**src/rtl/iss_pkg.sv**
```systemverilog
package iss_pkg;
   localparam int NUM_UNITS = 5;
   localparam int UNIT_W    = 3;

   typedef enum logic [UNIT_W-1:0] {
      UNIT_ALU  = 3'd0,
      UNIT_LOAD = 3'd1,
      UNIT_FADD = 3'd2,
      UNIT_FMUL = 3'd3,
      UNIT_FDIV = 3'd4
   } unit_e;

   function automatic int max5(int a, int b, int c, int d, int e);
      int m;
      m = a;
      if (b > m) m = b;
      if (c > m) m = c;
      if (d > m) m = d;
      if (e > m) m = e;
      return m;
   endfunction
endpackage

```
**src/rtl/iss_pend_table.sv**
```systemverilog
module iss_pend_table #(
   parameter int NUM_REGS = 32,
   parameter int REG_W    = 5,
   parameter int CNT_W    = 5
) (
   input  logic             clk,
   input  logic             rst,
   input  logic [REG_W-1:0] src1,
   input  logic             src1_en,
   input  logic [REG_W-1:0] src2,
   input  logic             src2_en,
   input  logic [REG_W-1:0] dst,
   input  logic             dst_en,
   input  logic [CNT_W-1:0] lat,
   input  logic             set,
   output logic             raw_hit,
   output logic             waw_hit
);
   logic [CNT_W-1:0] remain [NUM_REGS];

   always_ff @(posedge clk) begin
      for (int r = 0; r < NUM_REGS; r++) begin
         if (rst)
            remain[r] <= '0;
         else if (set && dst == REG_W'(r))
            remain[r] <= lat;
         else if (remain[r] != '0)
            remain[r] <= remain[r] - 1'b1;
      end
   end

   always_comb begin
      raw_hit = (src1_en && remain[src1] != '0) || (src2_en && remain[src2] != '0);
      waw_hit = dst_en && (remain[dst] > lat);
   end
endmodule

```
**src/rtl/iss_wb_slots.sv**
```systemverilog
module iss_wb_slots #(
   parameter int DEPTH = 26,
   parameter int REG_W = 5,
   parameter int CNT_W = 5,
   localparam int IDX_W = $clog2(DEPTH)
) (
   input  logic             clk,
   input  logic             rst,
   input  logic [CNT_W-1:0] lat,
   input  logic             reserve,
   input  logic [REG_W-1:0] tag,
   output logic             clash,
   output logic             wb_valid,
   output logic [REG_W-1:0] wb_tag
);
   logic             slot_v [DEPTH];
   logic [REG_W-1:0] slot_t [DEPTH];
   logic [IDX_W-1:0] look;
   logic [IDX_W-1:0] put;

   assign put   = IDX_W'(lat);
   assign look  = put + IDX_W'(1);
   assign clash = slot_v[look];
   assign wb_valid = slot_v[0];
   assign wb_tag   = slot_t[0];

   always_ff @(posedge clk) begin
      if (rst) begin
         for (int k = 0; k < DEPTH; k++) begin
            slot_v[k] <= 1'b0;
            slot_t[k] <= '0;
         end
      end else begin
         for (int k = 0; k < DEPTH - 1; k++) begin
            slot_v[k] <= slot_v[k+1];
            slot_t[k] <= slot_t[k+1];
         end
         slot_v[DEPTH-1] <= 1'b0;
         slot_t[DEPTH-1] <= '0;
         if (reserve) begin
            slot_v[put] <= 1'b1;
            slot_t[put] <= tag;
         end
      end
   end
endmodule

```
**src/rtl/iss_unit_busy.sv**
```systemverilog
module iss_unit_busy #(
   parameter int NUM_UNITS = 5,
   parameter int UNIT_W    = 3,
   parameter int BUSY_W    = 5,
   parameter int II_TAB [NUM_UNITS] = '{default: 1}
) (
   input  logic                 clk,
   input  logic                 rst,
   input  logic                 start,
   input  logic [UNIT_W-1:0]    unit,
   output logic [NUM_UNITS-1:0] busy
);
   for (genvar u = 0; u < NUM_UNITS; u++) begin : g_unit
      if (II_TAB[u] > 1) begin : g_timed
         logic [BUSY_W-1:0] left;
         always_ff @(posedge clk) begin
            if (rst)
               left <= '0;
            else if (start && unit == UNIT_W'(u))
               left <= BUSY_W'(II_TAB[u] - 1);
            else if (left != '0)
               left <= left - 1'b1;
         end
         assign busy[u] = (left != '0);
      end else begin : g_free
         assign busy[u] = 1'b0;
      end
   end
endmodule

```
**src/rtl/issue_hazard_ctrl.sv**
```systemverilog
module issue_hazard_ctrl #(
   parameter int NUM_REGS  = 32,
   parameter int LAT_ALU   = 0,
   parameter int LAT_LOAD  = 1,
   parameter int LAT_FADD  = 3,
   parameter int LAT_FMUL  = 6,
   parameter int LAT_FDIV  = 24,
   parameter int II_ALU    = 1,
   parameter int II_LOAD   = 1,
   parameter int II_FADD   = 1,
   parameter int II_FMUL   = 1,
   parameter int II_FDIV   = 25,
   localparam int REG_W    = $clog2(NUM_REGS)
) (
   input  logic                      clk,
   input  logic                      rst,
   input  logic                      in_valid,
   input  logic [iss_pkg::UNIT_W-1:0] in_unit,
   input  logic [REG_W-1:0]          in_dst,
   input  logic                      in_dst_en,
   input  logic [REG_W-1:0]          in_src1,
   input  logic                      in_src1_en,
   input  logic [REG_W-1:0]          in_src2,
   input  logic                      in_src2_en,
   output logic                      issue,
   output logic                      stall,
   output logic                      wb_valid,
   output logic [REG_W-1:0]          wb_tag
);
   import iss_pkg::*;

   localparam int LAT_TAB [NUM_UNITS] = '{LAT_ALU, LAT_LOAD, LAT_FADD, LAT_FMUL, LAT_FDIV};
   localparam int II_TAB  [NUM_UNITS] = '{II_ALU, II_LOAD, II_FADD, II_FMUL, II_FDIV};
   localparam int MAX_LAT = max5(LAT_ALU, LAT_LOAD, LAT_FADD, LAT_FMUL, LAT_FDIV);
   localparam int MAX_II  = max5(II_ALU, II_LOAD, II_FADD, II_FMUL, II_FDIV);
   localparam int CNT_W   = $clog2(MAX_LAT + 2);
   localparam int BUSY_W  = $clog2(MAX_II + 1);
   localparam int DEPTH   = MAX_LAT + 2;

   if (NUM_REGS != (1 << REG_W)) begin : g_bad_regs
      $error("NUM_REGS must be a power of two");
   end
   for (genvar u = 0; u < NUM_UNITS; u++) begin : g_par_chk
      if (II_TAB[u] < 1) begin : g_bad_ii
         $error("initiation interval must be at least one");
      end
      if (LAT_TAB[u] < 0) begin : g_bad_lat
         $error("latency must not be negative");
      end
   end

   logic [CNT_W-1:0]     lat_sel;
   logic [NUM_UNITS-1:0] busy_vec;
   logic                 unit_busy;
   logic                 raw_hit, waw_hit, clash;
   logic                 hazard;

   always_comb begin
      lat_sel   = '0;
      unit_busy = 1'b0;
      for (int u = 0; u < NUM_UNITS; u++) begin
         if (in_unit == UNIT_W'(u)) begin
            lat_sel   = CNT_W'(LAT_TAB[u]);
            unit_busy = busy_vec[u];
         end
      end
   end

   iss_pend_table #(.NUM_REGS(NUM_REGS), .REG_W(REG_W), .CNT_W(CNT_W)) pend_i (
      .clk(clk), .rst(rst),
      .src1(in_src1), .src1_en(in_src1_en),
      .src2(in_src2), .src2_en(in_src2_en),
      .dst(in_dst), .dst_en(in_dst_en),
      .lat(lat_sel), .set(issue && in_dst_en),
      .raw_hit(raw_hit), .waw_hit(waw_hit)
   );

   iss_wb_slots #(.DEPTH(DEPTH), .REG_W(REG_W), .CNT_W(CNT_W)) slots_i (
      .clk(clk), .rst(rst),
      .lat(lat_sel), .reserve(issue && in_dst_en), .tag(in_dst),
      .clash(clash), .wb_valid(wb_valid), .wb_tag(wb_tag)
   );

   iss_unit_busy #(.NUM_UNITS(NUM_UNITS), .UNIT_W(UNIT_W), .BUSY_W(BUSY_W),
                   .II_TAB(II_TAB)) busy_i (
      .clk(clk), .rst(rst),
      .start(issue), .unit(in_unit), .busy(busy_vec)
   );

   assign hazard = raw_hit || waw_hit || (in_dst_en && clash) || unit_busy;
   assign issue  = in_valid && !hazard;
   assign stall  = in_valid && hazard;
endmodule

```
**config.mk**
```make
export PLATFORM = sky130hd
export DESIGN_NAME = issue_hazard_ctrl
export DESIGN_NICKNAME = d
export VERILOG_FILES = /design/src/rtl/iss_pkg.sv /design/src/rtl/iss_pend_table.sv /design/src/rtl/iss_wb_slots.sv /design/src/rtl/iss_unit_busy.sv /design/src/rtl/issue_hazard_ctrl.sv
export SDC_FILE = /design/constraint.sdc
export NUM_CORES = 1
export LEC_CHECK = 0
export BUFFER_PORTS_ARGS = -buffer_cell sky130_fd_sc_hd__buf_2
export CORE_UTILIZATION = 50
export DETAILED_ROUTE_END_ITERATION = 6
export PLACE_DENSITY = 0.66
export SETUP_SLACK_MARGIN = 0.02
export SLEW_MARGIN = 20
export SYNTH_ARGS = -nofsm -noshare
export SYNTH_HDL_FRONTEND = slang
export SYNTH_HIERARCHICAL = 1
export SYNTH_SLANG_ARGS = --single-unit
```
**constraint.sdc**
```tcl
create_clock -name clk -period 6.1 [get_ports clk]
set_input_delay 0.915 -clock clk [delete_from_list [all_inputs] [get_ports clk]]
set_output_delay 0.915 -clock clk [all_outputs]
set_load 0.02 [all_outputs]
```
### Yosys cells after proc, flatten, opt, wreduce, memory -nomap -nowiden

Memory sizes are Yosys's and may differ from the RTL's.
Cells that the tools add are included.

* register bits: 5
* RAM bits: 316
* input bits: 24
* output and inout port bits: 8
* memories kept: 3

* add/subtract/negate cells: 34
* magnitude comparators: 1
* equality and inequality tests: 35
* muxes and demuxes: 353
* bitwise logic cells: 116
* reduce and logical (&&, ||, !) cells: 83

Memories
* pend_i.remain: words 32, bits a word 5, rd ports 35, clocked after Yosys merged registers in 0, wr ports 32, line iss_pend_table.sv:19 `logic [CNT_W-1:0] remain [NUM_REGS];`
* slots_i.slot_t: words 26, bits a word 5, rd ports 26, clocked after Yosys merged registers in 0, wr ports 27, line iss_wb_slots.sv:17 `logic [REG_W-1:0] slot_t [DEPTH];`
* slots_i.slot_v: words 26, bits a word 1, rd ports 27, clocked after Yosys merged registers in 0, wr ports 27, line iss_wb_slots.sv:16 `logic slot_v [DEPTH];`

Operator list (count)
* $mux 5: 95
* $mux 1: 258
* $reduce_bool 5->1: 35
* $sub 5x1->5 const B: 33
* $or 1x1->1: 116
* $eq 5x5->1 const B: 16
* $eq 5x4->1 const B: 8
* $logic_and 1x1->1: 40
* $eq 5x3->1 const B: 4
* $eq 5x2->1 const B: 2
* $eq 3x2->1 const B: 2
* $add 5x1->5 const B: 1
* $eq 5x1->1 const B: 1
* $gt 5x5->1: 1
* $logic_not 5->1: 1
* $logic_or 1x1->1: 4
* $eq 3x1->1 const B: 1
* $eq 3x3->1 const B: 1
* $reduce_bool 2->1: 1
* $reduce_or 2->1: 1
* $logic_not 1->1: 1

### Depth between registers and ports, before layout

* word-level depth: 19
* depth in mapped cells: 23

### Modules after synthesis

Netlist, hierarchy kept.

Modules (own cells, without submodules)
* iss_pend_table: times used 1, cells an instance 1166, area each 11347.1 sq um, sequential area each 4804.6 sq um
* iss_wb_slots: times used 1, cells an instance 716, area each 5923.2 sq um, sequential area each 3243.1 sq um
* iss_unit_busy: times used 1, cells an instance 33, area each 289.0 sq um, sequential area each 100.1 sq um
* issue_hazard_ctrl: times used 1, cells an instance 17, area each 123.9 sq um, sequential area each 0.0 sq um

### Worst setup path after synthesis

OpenSTA, ideal clock, no wires.

* kind: input -> register
* from: in in_dst[1]
* to: mem pend_i.remain[16][0] (enable)
* library setup time: 0.312 ns
* arrival time: 5.166 ns
* data required time: 5.788 ns
* path slack: 0.622 ns
* stages on the path: 21
* buffers on the path: 4
* cell sequence: buf_2 > clkbuf_1 > mux4_2 > mux4_2 > mux2_2 > ha_1 > nor2b_1 > o21a_1 > o21ai_0 > nand2b_1 > a21oi_1 > nor2_1 > a211oi_1 > nand2_1 > nor3_2 > and2_1 > clkbuf_1 > nor3b_1 > and2_0 > clkbuf_1 > or3_1

RTL lines
* start: declaration: line issue_hazard_ctrl.sv:19 `input logic [REG_W-1:0] in_dst,`
* end: declaration: line iss_pend_table.sv:19

==> run metrics <==
crit path to=pend_i/remain[0][1]$_DFFE_PP_; CTS resizes=0; first-pass iteration count of the detailed router=5; FMAX=180 MHz; H-tree depth=2; post-synthesis mux area share=8.77%; hold wc startpoint=slots_i/slot_t[21][1]$_DFF_P_; # setup viols final=0; Yosys warnings=6; R2R Path Start=pend_i/remain[18][1]$_DFFE_PP_; Multi-input gate area=approximately 0.0088 mm²; Hold Path Class=flop to flop; Residual DRC=0; most common cell in the netlist=nand2_1; initial antenna violation count=0; unrepaired setup endpoints after global routing=false; adder-cell share of the synthesized area=2.97%; io pins=32; Reg2Reg Setup Slack=0.90 ns; Post-Route WL=48600 µm; Syn Std Cell Area=0.0177 mm²; die height=~190 µm; area share of the largest cell type after synthesis=27.2%; Worst-path clk slew=0.06 ns; Synth top cells by count=nand2_1 (464), o21ai_0 (205), dfxtp_1 (167); Leak Pwr=~7.5 nW; Clock Path Buffers=3; Inserted Clock Buffers=37; Final Util=55.8%; # Post-CTS Setup Buffers=0; Die Area=0.0361 mm²; GRT Residual Overflow=0; placed standard-cell area=0.0182 mm²; ANT cells=0; hold path cells=2; Yosys cell types=between 70 and 80; area grow syn2layout=9.49%; Setup CP Type=primary input to flop; port buffer count=31; share of cells above drive strength 1=10.6%; GRT Util Overall=~27%; flop and latch count out of synthesis=approximately 330; Clock Latency Late Sink=0.54 ns; Layout Nets=1997; Initial Util=50.9%; Finished Layout Cells=2411; first-pass GRT wire length=77300 µm; combinational family with the most area after synthesis=simple AND/OR/NAND/NOR gates; Tmin final=5.56 ns; simple-gate portion of the synthesized area=21.9%; total clock sinks=327; Filler cells=3055; initial DRC count=approximately 1500; Die X=190 µm; worst r2r dst=pend_i/remain[0][1]$_DFFE_PP_; Final Instance Area=about 0.019 mm²; Max Cap Viol=0; Post-synth EDFFs=160; Hold Buf Count CTS=0; normalized max-slew margin=34.5%; Synth Flop Type=dfxtp_1; largest net degree at the start of global routing=90; post-DP HPWL=33900 µm; RePlAce Congestion=0.883; Root Driver=clkbuf_16; Peak VDD IR=252 µV; fin crit share=91.2%; register area=0.00815 mm²; overall power=8.44 mW; reg2reg path depth=19; sequential-to-total area share from yosys stat=46.1%; CTS tree=done; Post-synth ARST share=0%; Vias/cell=between 6 and 7; Pwr Density=436 mW/mm²; dominant cells by area after synthesis=edfxtp_1 (27%), dfxtp_1 (19%), nand2_1 (9.8%); XOR/XNOR share of the synthesized area=3.41%; CP arrival=5.92 ns; final slew viol count=0; vias=14700; Setup crit start=in_dst[0]; DP Cell Count=roughly 2300; Worst setup SP type=primary input; Worst-Margin Slew=0.981 ns; mean post-synth cell area=9.15 µm²; drt wl/cell=a little over 20 µm; number of global-route vias before repair=14100; CP Data Required Time=6.45 ns; Critical Path Fanout Max=27; outcome=complete, no violations; Final Skew=approximately 0.013 ns; Compound-Gate Fraction of Synth Area=12.6%; Setup Total Neg Slack=0 ns; Crit. End Element=flop; FP Rows=68; Final ANT Viol Nets=0; core area=roughly 0.035 mm²; cells after synthesis=1932; Fin. Hold Viols=0; area leader, netlist=edfxtp_1
## worst min-delay path by stage
stage                                                to
after floorplan              slots_i/slot_v[27]$_DFF_P_
after global placement       slots_i/slot_v[18]$_DFF_P_
after detailed placement     slots_i/slot_v[31]$_DFF_P_
after CTS                 slots_i/slot_t[17][4]$_DFF_P_
after global routing         slots_i/slot_v[18]$_DFF_P_
final                     slots_i/slot_t[20][1]$_DFF_P_
## metrics by stage
step                      hold WS [ns]  worst slack, ns
final                            0.441            0.537
after global routing             0.460            0.234
after CTS                        0.440            0.602
after global placement           0.431            0.111
after floorplan                  0.413            0.622
after detailed placement         0.434           0.0527
## report_power, final
part | switching, mW | internal [mW] | leakage [nW]
Clock | 0.881 | 1.20 | 0.550
Combinational | 1.41 | 1.23 | 3.76
Sequential | 0.680 | 3.05 | 3.16
Total | 2.97 | 5.47 | 7.47
## per-layer routing
metal | wire length [µm] | track usage (%) | part of all wire (%) | vias up
li1 | - | - | - | 6842
met5 | 0 | 0 | 0 | -
met1 | 21400 | 38.4 | 44 | 7146
met3 | 4210 | 4.65 | 8.7 | 98
met4 | 1340 | 8.87 | 2.8 | 0
met2 | 21700 | 42.8 | 45 | 653
## layout by cell type (no fill, tap or decap), types with 42 or more instances in the layout
master | synthesis | layout
inv_1 | 77 | 77
mux4_2 | 56 | 56
nand3_1 | 96 | 96
nor3_1 | 60 | 60
xnor2_1 | 59 | 59
nand2_1 | 464 | 464
o21ai_0 | 205 | 205
nor2_1 | 138 | 137
dfxtp_1 | 167 | 167
edfxtp_1 | 160 | 160
ha_1 | 42 | 42
## critical path, cell delays in order
cell      delay (ns)
buf_4           0.37
mux4_2          0.58
mux4_2          0.53
mux2_2          0.29
ha_1            0.28
nor2b_1         0.13
o21a_1          0.17
o21ai_0         0.14
nand2b_1        0.07
a21oi_1         0.14
nor2_1          0.08
a211oi_1        0.28
nand2_1         0.14
nor3_2          0.21
nor2b_1         0.34
nand2b_1        0.12
or3_1           0.42
nor3_1          0.45
nand2_1         0.12
o21ai_0         0.13
## state kept, by name, indices dropped and copies added (netlist names)
name and count:
slots_i/slot_v 32, pend_i/remain 160, slots_i/slot_t 130, busy_i/g_unit.g_timed.left 5
## final cells by class
type,count,area share [%]
inverter,78,1.53
sequential,327,42.1
timing repair buffer,65,2.15
clock buffer,53,5.41
clock inverter,11,0.407
multi-input combinational,1422,45.5
tap,455,2.94
## logic make-up (layout without fill, tap and decap cells)
family	count (synthesis)	in the layout
and+or+nand+nor	873	873
AOI/OAI and AO/OA	361	361
DFF	327	327
buffers and inverters	186	207
muxes	74	74
xor gates and xnor gates	68	68
adders and majority gates	42	42
other	1	4
Note: power is estimated with default switching activity, not from simulation.
